[config.mk]
export PLATFORM = sky130hd
export DESIGN_NAME = twi_ptr_slave
export DESIGN_NICKNAME = d
export VERILOG_FILES = /design/src/rtl/twi_pkg.sv /design/src/rtl/twi_line_sync.sv /design/src/rtl/twi_bus_cond.sv /design/src/rtl/twi_ptr_fsm.sv /design/src/rtl/twi_ptr_slave.sv
export SDC_FILE = /design/constraint.sdc
export NUM_CORES = 1
export LEC_CHECK = 0
export ABC_CLOCK_PERIOD_IN_PS = 5200
export BUFFER_PORTS_ARGS = -buffer_cell sky130_fd_sc_hd__buf_2
export CORE_MARGIN = 5
export CORE_UTILIZATION = 62
export CTS_BUF_LIST = sky130_fd_sc_hd__clkbuf_16
export CTS_CLUSTER_SIZE = 16
export DETAILED_ROUTE_END_ITERATION = 7
export GPL_TIMING_DRIVEN = 0
export PLACE_DENSITY = 0.8
export SYNTH_ARGS = -nofsm -noshare
export SYNTH_HDL_FRONTEND = slang
export SYNTH_SLANG_ARGS = --single-unit
[constraint.sdc]
create_clock -name clk -period 5.2 [get_ports clk]
set_clock_uncertainty 0.15 [all_clocks]
set_input_delay 1.04 -clock clk [delete_from_list [all_inputs] [get_ports clk]]
set_output_delay 1.04 -clock clk [all_outputs]
set_load 0.1 [all_outputs]
[src/rtl/twi_pkg.sv]
// Shared constants, register map and state type for the two-wire slave.
// Assumes registers are exactly two bytes wide.
package twi_pkg;
    localparam int BYTE_W = 8;
    localparam int REG_W  = 2 * BYTE_W;
    localparam int PTR_W  = 2;
    localparam int CNT_W  = $clog2(BYTE_W + 1);

    localparam logic [PTR_W-1:0] SEL_TEMP = 2'd0;
    localparam logic [PTR_W-1:0] SEL_CFG  = 2'd1;
    localparam logic [PTR_W-1:0] SEL_LOW  = 2'd2;
    localparam logic [PTR_W-1:0] SEL_HIGH = 2'd3;

    typedef enum logic [3:0] {
        ST_IDLE,
        ST_ADDR,
        ST_ADDR_ACK,
        ST_PTR,
        ST_PTR_ACK,
        ST_WDATA,
        ST_WDATA_ACK,
        ST_RDATA,
        ST_RACK
    } twi_state_e;

    // True for the register that moves a single byte per transfer.
    function automatic logic sel_is_short(input logic [PTR_W-1:0] sel);
        return sel == SEL_CFG;
    endfunction
endpackage

[src/rtl/twi_line_sync.sv]
// Multi-stage synchroniser with edge detection for a group of bus lines.
// Assumes the lines idle high, so the stages reset to one and no edge is
// reported after reset. STAGES must be at least 1.
module twi_line_sync #(
    parameter int LINES  = 2,
    parameter int STAGES = 2
) (
    input  logic             clk,
    input  logic             rst_n,
    input  logic [LINES-1:0] din,
    output logic [LINES-1:0] lvl,
    output logic [LINES-1:0] rise,
    output logic [LINES-1:0] fall
);
    for (genvar l = 0; l < LINES; l++) begin : g_line
        logic [STAGES:0] chain;

        // Shift the pin value through the synchroniser plus one history stage.
        always_ff @(posedge clk) begin
            if (!rst_n) chain <= '1;
            else        chain <= {chain[STAGES-1:0], din[l]};
        end

        assign lvl[l]  = chain[STAGES-1];
        assign rise[l] = chain[STAGES-1] & ~chain[STAGES];
        assign fall[l] = ~chain[STAGES-1] & chain[STAGES];
    end
endmodule

[src/rtl/twi_bus_cond.sv]
// Finds start and stop conditions from synchronised line events.
// Assumes SDA edges never coincide with SCL edges on a legal bus.
module twi_bus_cond (
    input  logic scl_lvl,
    input  logic sda_rise,
    input  logic sda_fall,
    output logic start_evt,
    output logic stop_evt
);
    // An SDA edge while SCL is high is a bus condition, not data.
    always_comb begin
        start_evt = sda_fall & scl_lvl;
        stop_evt  = sda_rise & scl_lvl;
    end
endmodule

[src/rtl/twi_ptr_fsm.sv]
// Protocol engine: address match, pointer handling, byte reception with
// acknowledge, byte transmission and write commit. Works on single-cycle
// SCL edge events; assumes each SCL phase lasts several system clocks.
module twi_ptr_fsm
    import twi_pkg::*;
#(
    parameter int ADDR_W = 7
) (
    input  logic              clk,
    input  logic              rst_n,
    input  logic              scl_rise,
    input  logic              scl_fall,
    input  logic              sda_lvl,
    input  logic              start_evt,
    input  logic              stop_evt,
    input  logic [ADDR_W-1:0] dev_addr,
    input  logic [REG_W-1:0]  rd_data,
    output logic              sda_pull,
    output logic [PTR_W-1:0]  sel,
    output logic              wr_en,
    output logic [REG_W-1:0]  wr_data
);
    localparam logic [CNT_W-1:0] LAST_BIT = CNT_W'(BYTE_W - 1);
    localparam logic [CNT_W-1:0] FULL     = CNT_W'(BYTE_W);

    twi_state_e        state;
    logic [CNT_W-1:0]  cnt;
    logic [BYTE_W-1:0] sh;
    logic [BYTE_W-1:0] tx;
    logic [BYTE_W-1:0] hold;
    logic [REG_W-1:0]  rbuf;
    logic [1:0]        wbytes;
    logic              rw;
    logic              ridx;
    logic              mack;

    // Single sequential process: bus conditions first, then per-state work.
    always_ff @(posedge clk) begin
        if (!rst_n) begin
            state    <= ST_IDLE;
            cnt      <= '0;
            sh       <= '0;
            tx       <= '0;
            hold     <= '0;
            rbuf     <= '0;
            wbytes   <= '0;
            rw       <= 1'b0;
            ridx     <= 1'b0;
            mack     <= 1'b0;
            sda_pull <= 1'b0;
            sel      <= SEL_TEMP;
            wr_en    <= 1'b0;
            wr_data  <= '0;
        end else begin
            wr_en <= 1'b0;
            if (stop_evt) begin
                state    <= ST_IDLE;
                sda_pull <= 1'b0;
            end else if (start_evt) begin
                state    <= ST_ADDR;
                cnt      <= '0;
                sda_pull <= 1'b0;
            end else begin
                unique case (state)
                    ST_ADDR, ST_PTR, ST_WDATA: begin
                        if (scl_rise && cnt != FULL) begin
                            sh  <= {sh[BYTE_W-2:0], sda_lvl};
                            cnt <= cnt + 1'b1;
                        end else if (scl_fall && cnt == FULL) begin
                            cnt <= '0;
                            if (state == ST_ADDR) begin
                                if (sh[BYTE_W-1:1] == dev_addr) begin
                                    rw       <= sh[0];
                                    sda_pull <= 1'b1;
                                    state    <= ST_ADDR_ACK;
                                end else begin
                                    state <= ST_IDLE;
                                end
                            end else if (state == ST_PTR) begin
                                if (sh[BYTE_W-1:PTR_W] == '0) begin
                                    sel      <= sh[PTR_W-1:0];
                                    wbytes   <= '0;
                                    sda_pull <= 1'b1;
                                    state    <= ST_PTR_ACK;
                                end else begin
                                    state <= ST_IDLE;
                                end
                            end else begin
                                sda_pull <= 1'b1;
                                state    <= ST_WDATA_ACK;
                            end
                        end
                    end
                    ST_ADDR_ACK: begin
                        if (scl_fall) begin
                            cnt <= '0;
                            if (rw) begin
                                rbuf     <= rd_data;
                                tx       <= rd_data[REG_W-1 -: BYTE_W];
                                sda_pull <= ~rd_data[REG_W-1];
                                ridx     <= 1'b0;
                                state    <= ST_RDATA;
                            end else begin
                                sda_pull <= 1'b0;
                                state    <= ST_PTR;
                            end
                        end
                    end
                    ST_PTR_ACK: begin
                        if (scl_fall) begin
                            sda_pull <= 1'b0;
                            state    <= ST_WDATA;
                        end
                    end
                    ST_WDATA_ACK: begin
                        if (scl_fall) begin
                            sda_pull <= 1'b0;
                            state    <= ST_WDATA;
                            if (sel_is_short(sel)) begin
                                if (wbytes == 2'd0) begin
                                    wr_en   <= 1'b1;
                                    wr_data <= {sh, {BYTE_W{1'b0}}};
                                end
                            end else if (sel != SEL_TEMP) begin
                                if (wbytes == 2'd0) begin
                                    hold <= sh;
                                end else if (wbytes == 2'd1) begin
                                    wr_en   <= 1'b1;
                                    wr_data <= {hold, sh};
                                end
                            end
                            if (wbytes != 2'd3) wbytes <= wbytes + 1'b1;
                        end
                    end
                    ST_RDATA: begin
                        if (scl_fall) begin
                            if (cnt == LAST_BIT) begin
                                cnt      <= '0;
                                sda_pull <= 1'b0;
                                state    <= ST_RACK;
                            end else begin
                                tx       <= {tx[BYTE_W-2:0], 1'b0};
                                sda_pull <= ~tx[BYTE_W-2];
                                cnt      <= cnt + 1'b1;
                            end
                        end
                    end
                    ST_RACK: begin
                        if (scl_rise) begin
                            mack <= ~sda_lvl;
                        end else if (scl_fall) begin
                            if (mack && !sel_is_short(sel) && !ridx) begin
                                ridx     <= 1'b1;
                                tx       <= rbuf[BYTE_W-1:0];
                                sda_pull <= ~rbuf[BYTE_W-1];
                                state    <= ST_RDATA;
                            end else begin
                                state <= ST_IDLE;
                            end
                        end
                    end
                    default: begin
                        sda_pull <= 1'b0;
                    end
                endcase
            end
        end
    end
endmodule

[src/rtl/twi_ptr_slave.sv]
// Top of the pointer-addressed two-wire slave. Synchronises the bus lines,
// finds bus conditions and runs the protocol engine. The registers live
// outside; rd_data must follow reg_sel within the same cycle.
module twi_ptr_slave
    import twi_pkg::*;
#(
    parameter int          STRAP_W     = 3,
    parameter int          SYNC_STAGES = 2,
    parameter logic [3:0]  DEV_ID      = 4'b1001
) (
    input  logic               clk,
    input  logic               rst_n,
    input  logic               scl_in,
    input  logic               sda_in,
    input  logic [STRAP_W-1:0] dev_strap,
    output logic               sda_pull,
    output logic [PTR_W-1:0]   reg_sel,
    output logic               wr_en,
    output logic [REG_W-1:0]   wr_data,
    input  logic [REG_W-1:0]   rd_data
);
    localparam int ADDR_W = 4 + STRAP_W;
    localparam int L_SCL  = 0;
    localparam int L_SDA  = 1;

    logic [1:0] lvl_w, rise_w, fall_w;
    logic       start_w, stop_w, scl_fall_w;

    twi_line_sync #(.LINES(2), .STAGES(SYNC_STAGES)) u_sync (
        .clk  (clk),
        .rst_n(rst_n),
        .din  ({sda_in, scl_in}),
        .lvl  (lvl_w),
        .rise (rise_w),
        .fall (fall_w)
    );

    twi_bus_cond u_cond (
        .scl_lvl  (lvl_w[L_SCL]),
        .sda_rise (rise_w[L_SDA]),
        .sda_fall (fall_w[L_SDA]),
        .start_evt(start_w),
        .stop_evt (stop_w)
    );

    assign scl_fall_w = fall_w[L_SCL];

    twi_ptr_fsm #(.ADDR_W(ADDR_W)) u_fsm (
        .clk      (clk),
        .rst_n    (rst_n),
        .scl_rise (rise_w[L_SCL]),
        .scl_fall (scl_fall_w),
        .sda_lvl  (lvl_w[L_SDA]),
        .start_evt(start_w),
        .stop_evt (stop_w),
        .dev_addr ({DEV_ID, dev_strap}),
        .rd_data  (rd_data),
        .sda_pull (sda_pull),
        .sel      (reg_sel),
        .wr_en    (wr_en),
        .wr_data  (wr_data)
    );
endmodule

# == After elaboration in Yosys (flattened, before gate mapping) ==
# Cells that the tools add are included.
# word_totals
register_bits,70
inputBits,23
# classes
bitwise_logic,21
n_reduce_logical,36
n_mux,70
n_eq_ne,44
n_addsub,2
# ops
operator,n
two-way mux 16 bit,5
two-way mux 4 bit,15
two-way mux 7 bit,7
AND reduction 10 bit,3
inequality test 2 x 1 -> 1 bit (second input constant),13
two-way mux 1 bit,25
AND reduction 8 bit,3
one-hot mux 7 bit (3 select lines),1
== test 4 x 3 -> 1 bit (second input constant),5
one-hot mux 4 bit (5 select lines),1
AND reduction 9 bit,2
two-way mux 2 bit,8
inequality test 3 x 2 -> 1 bit (second input constant),5
NOT 1 bit,15
AND reduction 7 bit,2
two-way mux 3 bit,4
inequality test 2 bit (second input constant),6
one-hot mux 4 bit (3 select lines),1
AND reduction 5 bit,2
nonzero test 2 bit,5
inequality test 3 bit (second input constant),3
== test 4 x 2 -> 1 bit (second input constant),2
== test 4 bit (second input constant),2
AND reduction 4 bit,2
other kinds (24),36

# == Longest topological paths before layout ==
# depth
ltp_word,9
mapped_depth,8
ltp_nobuf,7

# == Hierarchy ==
# Synthesis repeated with hierarchy kept, for this count alone.
# unflattened
hier_cells,405
hier_area_um2,3494.6
# modules_own_cells
module,area_each_um2,cells_per_inst,instances,seq_area_each_um2
twi_ptr_fsm,3276.9,383,1,1281.2
twi_line_sync,197.7,18,1,120.1
twi_bus_cond,12.5,2,1,0.0
twi_ptr_slave,7.5,2,1,0.0

# == Least setup slack after synthesis ==
# Ideal clock, no wire load.
# synth_path
path_type,register to register
from,reg u_fsm.sel[1]
to,reg u_fsm.tx[4]
synth_period_minus_slack_ps,2625
t_arrival_ps,2359
setup_time_ps,116
path_stages_with_launch,8
setup_slack_ps,2575
path_buffers,2
cell_sequence,dfxtp_1 nand2b_1 clkbuf_1 a41oi_2 a221oi_4 buf_6 nand3_1 o211a_1
# synth_via
elab_chain_len,6
# synth_rtl
item,line_no,rtl
start: declaration,twi_ptr_fsm.sv:19,"output logic [PTR_W-1:0] sel,"
start signal: assignment,twi_ptr_fsm.sv:81,sel <= sh[PTR_W-1:0];
== test 2 x 1 -> 1 bit,twi_pkg.sv:28,return sel == SEL_CFG;
logical NOT 1 bit,twi_ptr_fsm.sv:152,if (mack && !sel_is_short(sel) && !ridx) begin
logical AND 1 bit (2 in series),twi_ptr_fsm.sv:152,
inequality test 2 x 1 -> 1 bit (no line),n/a,
AND reduction 10 bit (no line),n/a,
end signal: assignment,twi_ptr_fsm.sv:99,tx <= rd_data[REG_W-1 -: BYTE_W];
end signal: assignment,twi_ptr_fsm.sv:142,"tx <= {tx[BYTE_W-2:0], 1'b0};"
end signal: assignment,twi_ptr_fsm.sv:154,tx <= rbuf[BYTE_W-1:0];
end: declaration,twi_ptr_fsm.sv:29,logic [BYTE_W-1:0] tx;
# Every way passes these cells.
# A chain may end at the register's enable or synchronous reset.

# == Worst setup path in the final report ==
# layout_path
from,reg u_fsm.sel[1]
to,out reg_sel[1]
# layout_rtl
item,line_no,rtl
end: declaration,twi_ptr_slave.sv:17,"output logic [PTR_W-1:0] reg_sel,"
# No word-level cell between the ends.

==> reports/summary.txt <==
share of cells above drive strength 1 -> 0.161
Yosys top cell area share -> 0.406
Antenna Cells -> 0
Pleak -> 0.00156 uW
starting DRC count in detailed routing -> 459
Crit. End Element -> primary output
routed vias -> 3252
Root Buffer Master -> clkbuf_16
Buffers on Ports -> 41
Ports -> 43
Yosys reg bits -> 70
ys flop type -> dfxtp_1
Relative slew margins -> 0.595
Post-synth ARST share -> 0
DRC -> 0
Fin. Hold Viols -> 0
H-tree depth -> 3
Synth Net Count -> 426
Final WS setup -> 2.77 ns
wire per inst -> 16.8 um
Post-CTS Resized -> 0
unrepaired setup endpoints after global routing -> false
RePlAce Congestion -> 0.974
full die area -> 7170 um2
Cell Rows -> 27
placed cells -> 510
Post-Synthesis Cells -> 397
crit-path max cell delay -> 0.47 ns
startpoint types -> flip-flop
total gr overflow -> 0
first-pass GRT wire length -> 15000 um
sequential-to-total area share from yosys stat -> 0.406
distinct cell type count after synthesis -> 59
crit-path max FO -> 7
pwr/cell area -> 308 nW/um2
clk_lat worst skew -> 0.33 ns
GRT Total Usage -> 0.257
Clock Sinks -> 70
clk buf depth -> 2
Chip Width -> 84.7 um
Yosys warnings -> 0
CP bufs+invs -> 1
WP data required -> 4.01 ns
Post-synth EDFFs -> 0
crit path DAT -> 1.24 ns
Peak VDD IR -> 0.226 mV
Avg Synthesized Cell Area -> 8.70 um2
Nets -> 478
area leader, netlist -> dfxtp_1
First-pass DRT Iterations -> 5
status -> completed
largest net degree at the start of global routing -> 13
number of global-route vias before repair -> 3033
TritonCTS buffer count -> 9
Max Fclk -> 0.412 GHz
CP Class -> flip-flop to primary output
min Tclk post-route -> 2.43 ns
CTS hold repair buffers -> 0
Area contributors post-synth -> dfxtp_1, mux2i_1, nand2_1, nand3_1, nor2_1
Post-Syn Area -> 3460 um2
DIE HEIGHT -> 84.7 um
DP Wirelength -> 6030 um
initial antenna violation count -> 0
post-CTS setup repair buffer count -> 0
Final Max Slew Viols -> 0
setup TNS -> 0 ns
CTS tree -> done
clk slew on worst S/H paths -> 0.06 ns
max-cap violations -> 0
Setup WS pre-CTS -> 2.49 ns
Crit path max-delay family -> buffers and inverters
fill count -> 407
final cell count without fillers -> 526
post-route cell area -> 4070 um2
core area -> 5470 um2
drt total wl -> 8850 um
Area Overhead vs Synth -> 17.6%
setup violators final -> 0
area of placed instances -> 3750 um2
total power draw -> 1250 uW
post-route ant nets -> 0
worst-margin pin slew -> 0.602 ns
initial cell density of the core -> 0.631
CP max-delay cell -> buf_2
vias per inst -> 6.18
Hold Path Class -> flip-flop to flip-flop
worst path cell trace -> buf_2
fin crit share -> 0.467
## power by group
part	leakage [uW]	total (uW)	internal, uW	switching [uW]
Combinational	0.000841	55.4	20.4	35.0
Sequential	0.000565	544	540	4.19
Clock	0.000155	651	417	234
## registers in the layout (all words and copies together), names as in the netlist
signal and count:
u_fsm.sel 2, u_fsm.rbuf 8, u_sync.g_line.chain 6, u_fsm.state 4
u_fsm.wr_data 16, u_fsm.rw 1, u_fsm.tx 7, u_fsm.cnt 4
u_fsm.ridx 1, u_fsm.wr_en 1, u_fsm.sda_pull 1, u_fsm.mack 1
u_fsm.hold 8, u_fsm.wbytes 2, u_fsm.sh 8
## final timing paths
kind	startpoint	endpoint	slack (ns)	cells past startpoint
setup / recovery	u_fsm.sel[1]	reg_sel[1]	2.77	1
hold / removal	u_sync.g_line[0].chain[0]	u_sync.g_line[0].chain[1]	0.27	1
hold reg to reg	u_sync.g_line[0].chain[0]	u_sync.g_line[0].chain[1]	0.27	1
setup reg to reg	u_fsm.state[0]	u_fsm.sh[2]	2.86	6
## cell usage after synthesis, drive strengths merged, types with 4 or more instances
master	count
xor2	5
o21ai	7
nand2	55
nand3	29
a21oi	17
nor2	33
o31a	5
clkbuf	17
nor3	5
a211oi	5
a22oi	8
nor4b	4
inv	8
nand2b	12
mux2i	24
dfxtp	70
a311oi	12
ha	6
nor2b	19
buf	9
## metal layers
metal  global-route usage  part of all wire
met2                0.397              0.46
met1                0.345              0.43
met3               0.0589             0.080
met4                0.106             0.024
met5                    0                 0
## cell usage in the layout (no fill, tap or decap), drive strengths merged, types with 2 or more instances in the layout
cell	Yosys	layout
clkbuf	17	26
a211oi	5	5
a31oi	2	2
inv	8	10
ha	6	6
o211a	2	2
xor2	5	5
and3b	2	2
a22oi	8	8
a21o	2	2
mux2i	24	24
a311oi	12	12
nor2b	19	19
a21oi	17	17
nand4	3	3
nor3	5	5
nand2b	12	12
a21boi	3	3
nand3	29	29
nand2	55	55
o31ai	3	3
o211ai	2	2
or4	2	2
clkinv	1	3
buf	9	50
o22ai	2	2
o21ai	7	7
nor4b	4	4
dfxtp	70	70
bufinv	0	2
o31a	5	5
and3	2	2
nor2	33	33
nand3b	3	3
## per-stage QoR
stage	hold slack (ns)	utilization
after global routing	0.317	0.743
after CTS	0.278	0.743
after global placement	0.240	0.685
after detailed placement	0.250	0.685
after floorplan	0.236	-
final	0.274	0.743
## cell families after synthesis
| kind of cell | share of synthesized area |
|---|---|
| simple gates | 0.273 |
| compound gates | 0.175 |
| flops | 0.406 |
| buf+inv | 0.0431 |
| mux | 0.0695 |
| fa+ha+maj | 0.0217 |
| xor+xnor | 0.0127 |
## layout make-up
| type | count | area, um2 | share of cell area |
|---|---|---|---|
| plain buffers | 26 | 115 | 0.0283 |
| clock buffers | 9 | 225 | 0.0554 |
| clock inverters | 7 | 88.8 | 0.0219 |
| inverters | 9 | 33.8 | 0.00831 |
| multi-input cells | 292 | 1910 | 0.469 |
| flip-flops and latches | 70 | 1400 | 0.345 |
| well taps | 72 | 90.1 | 0.0222 |
| repair buffers | 41 | 205 | 0.0505 |
No activity file was read; power rests on OpenSTA's default activity.
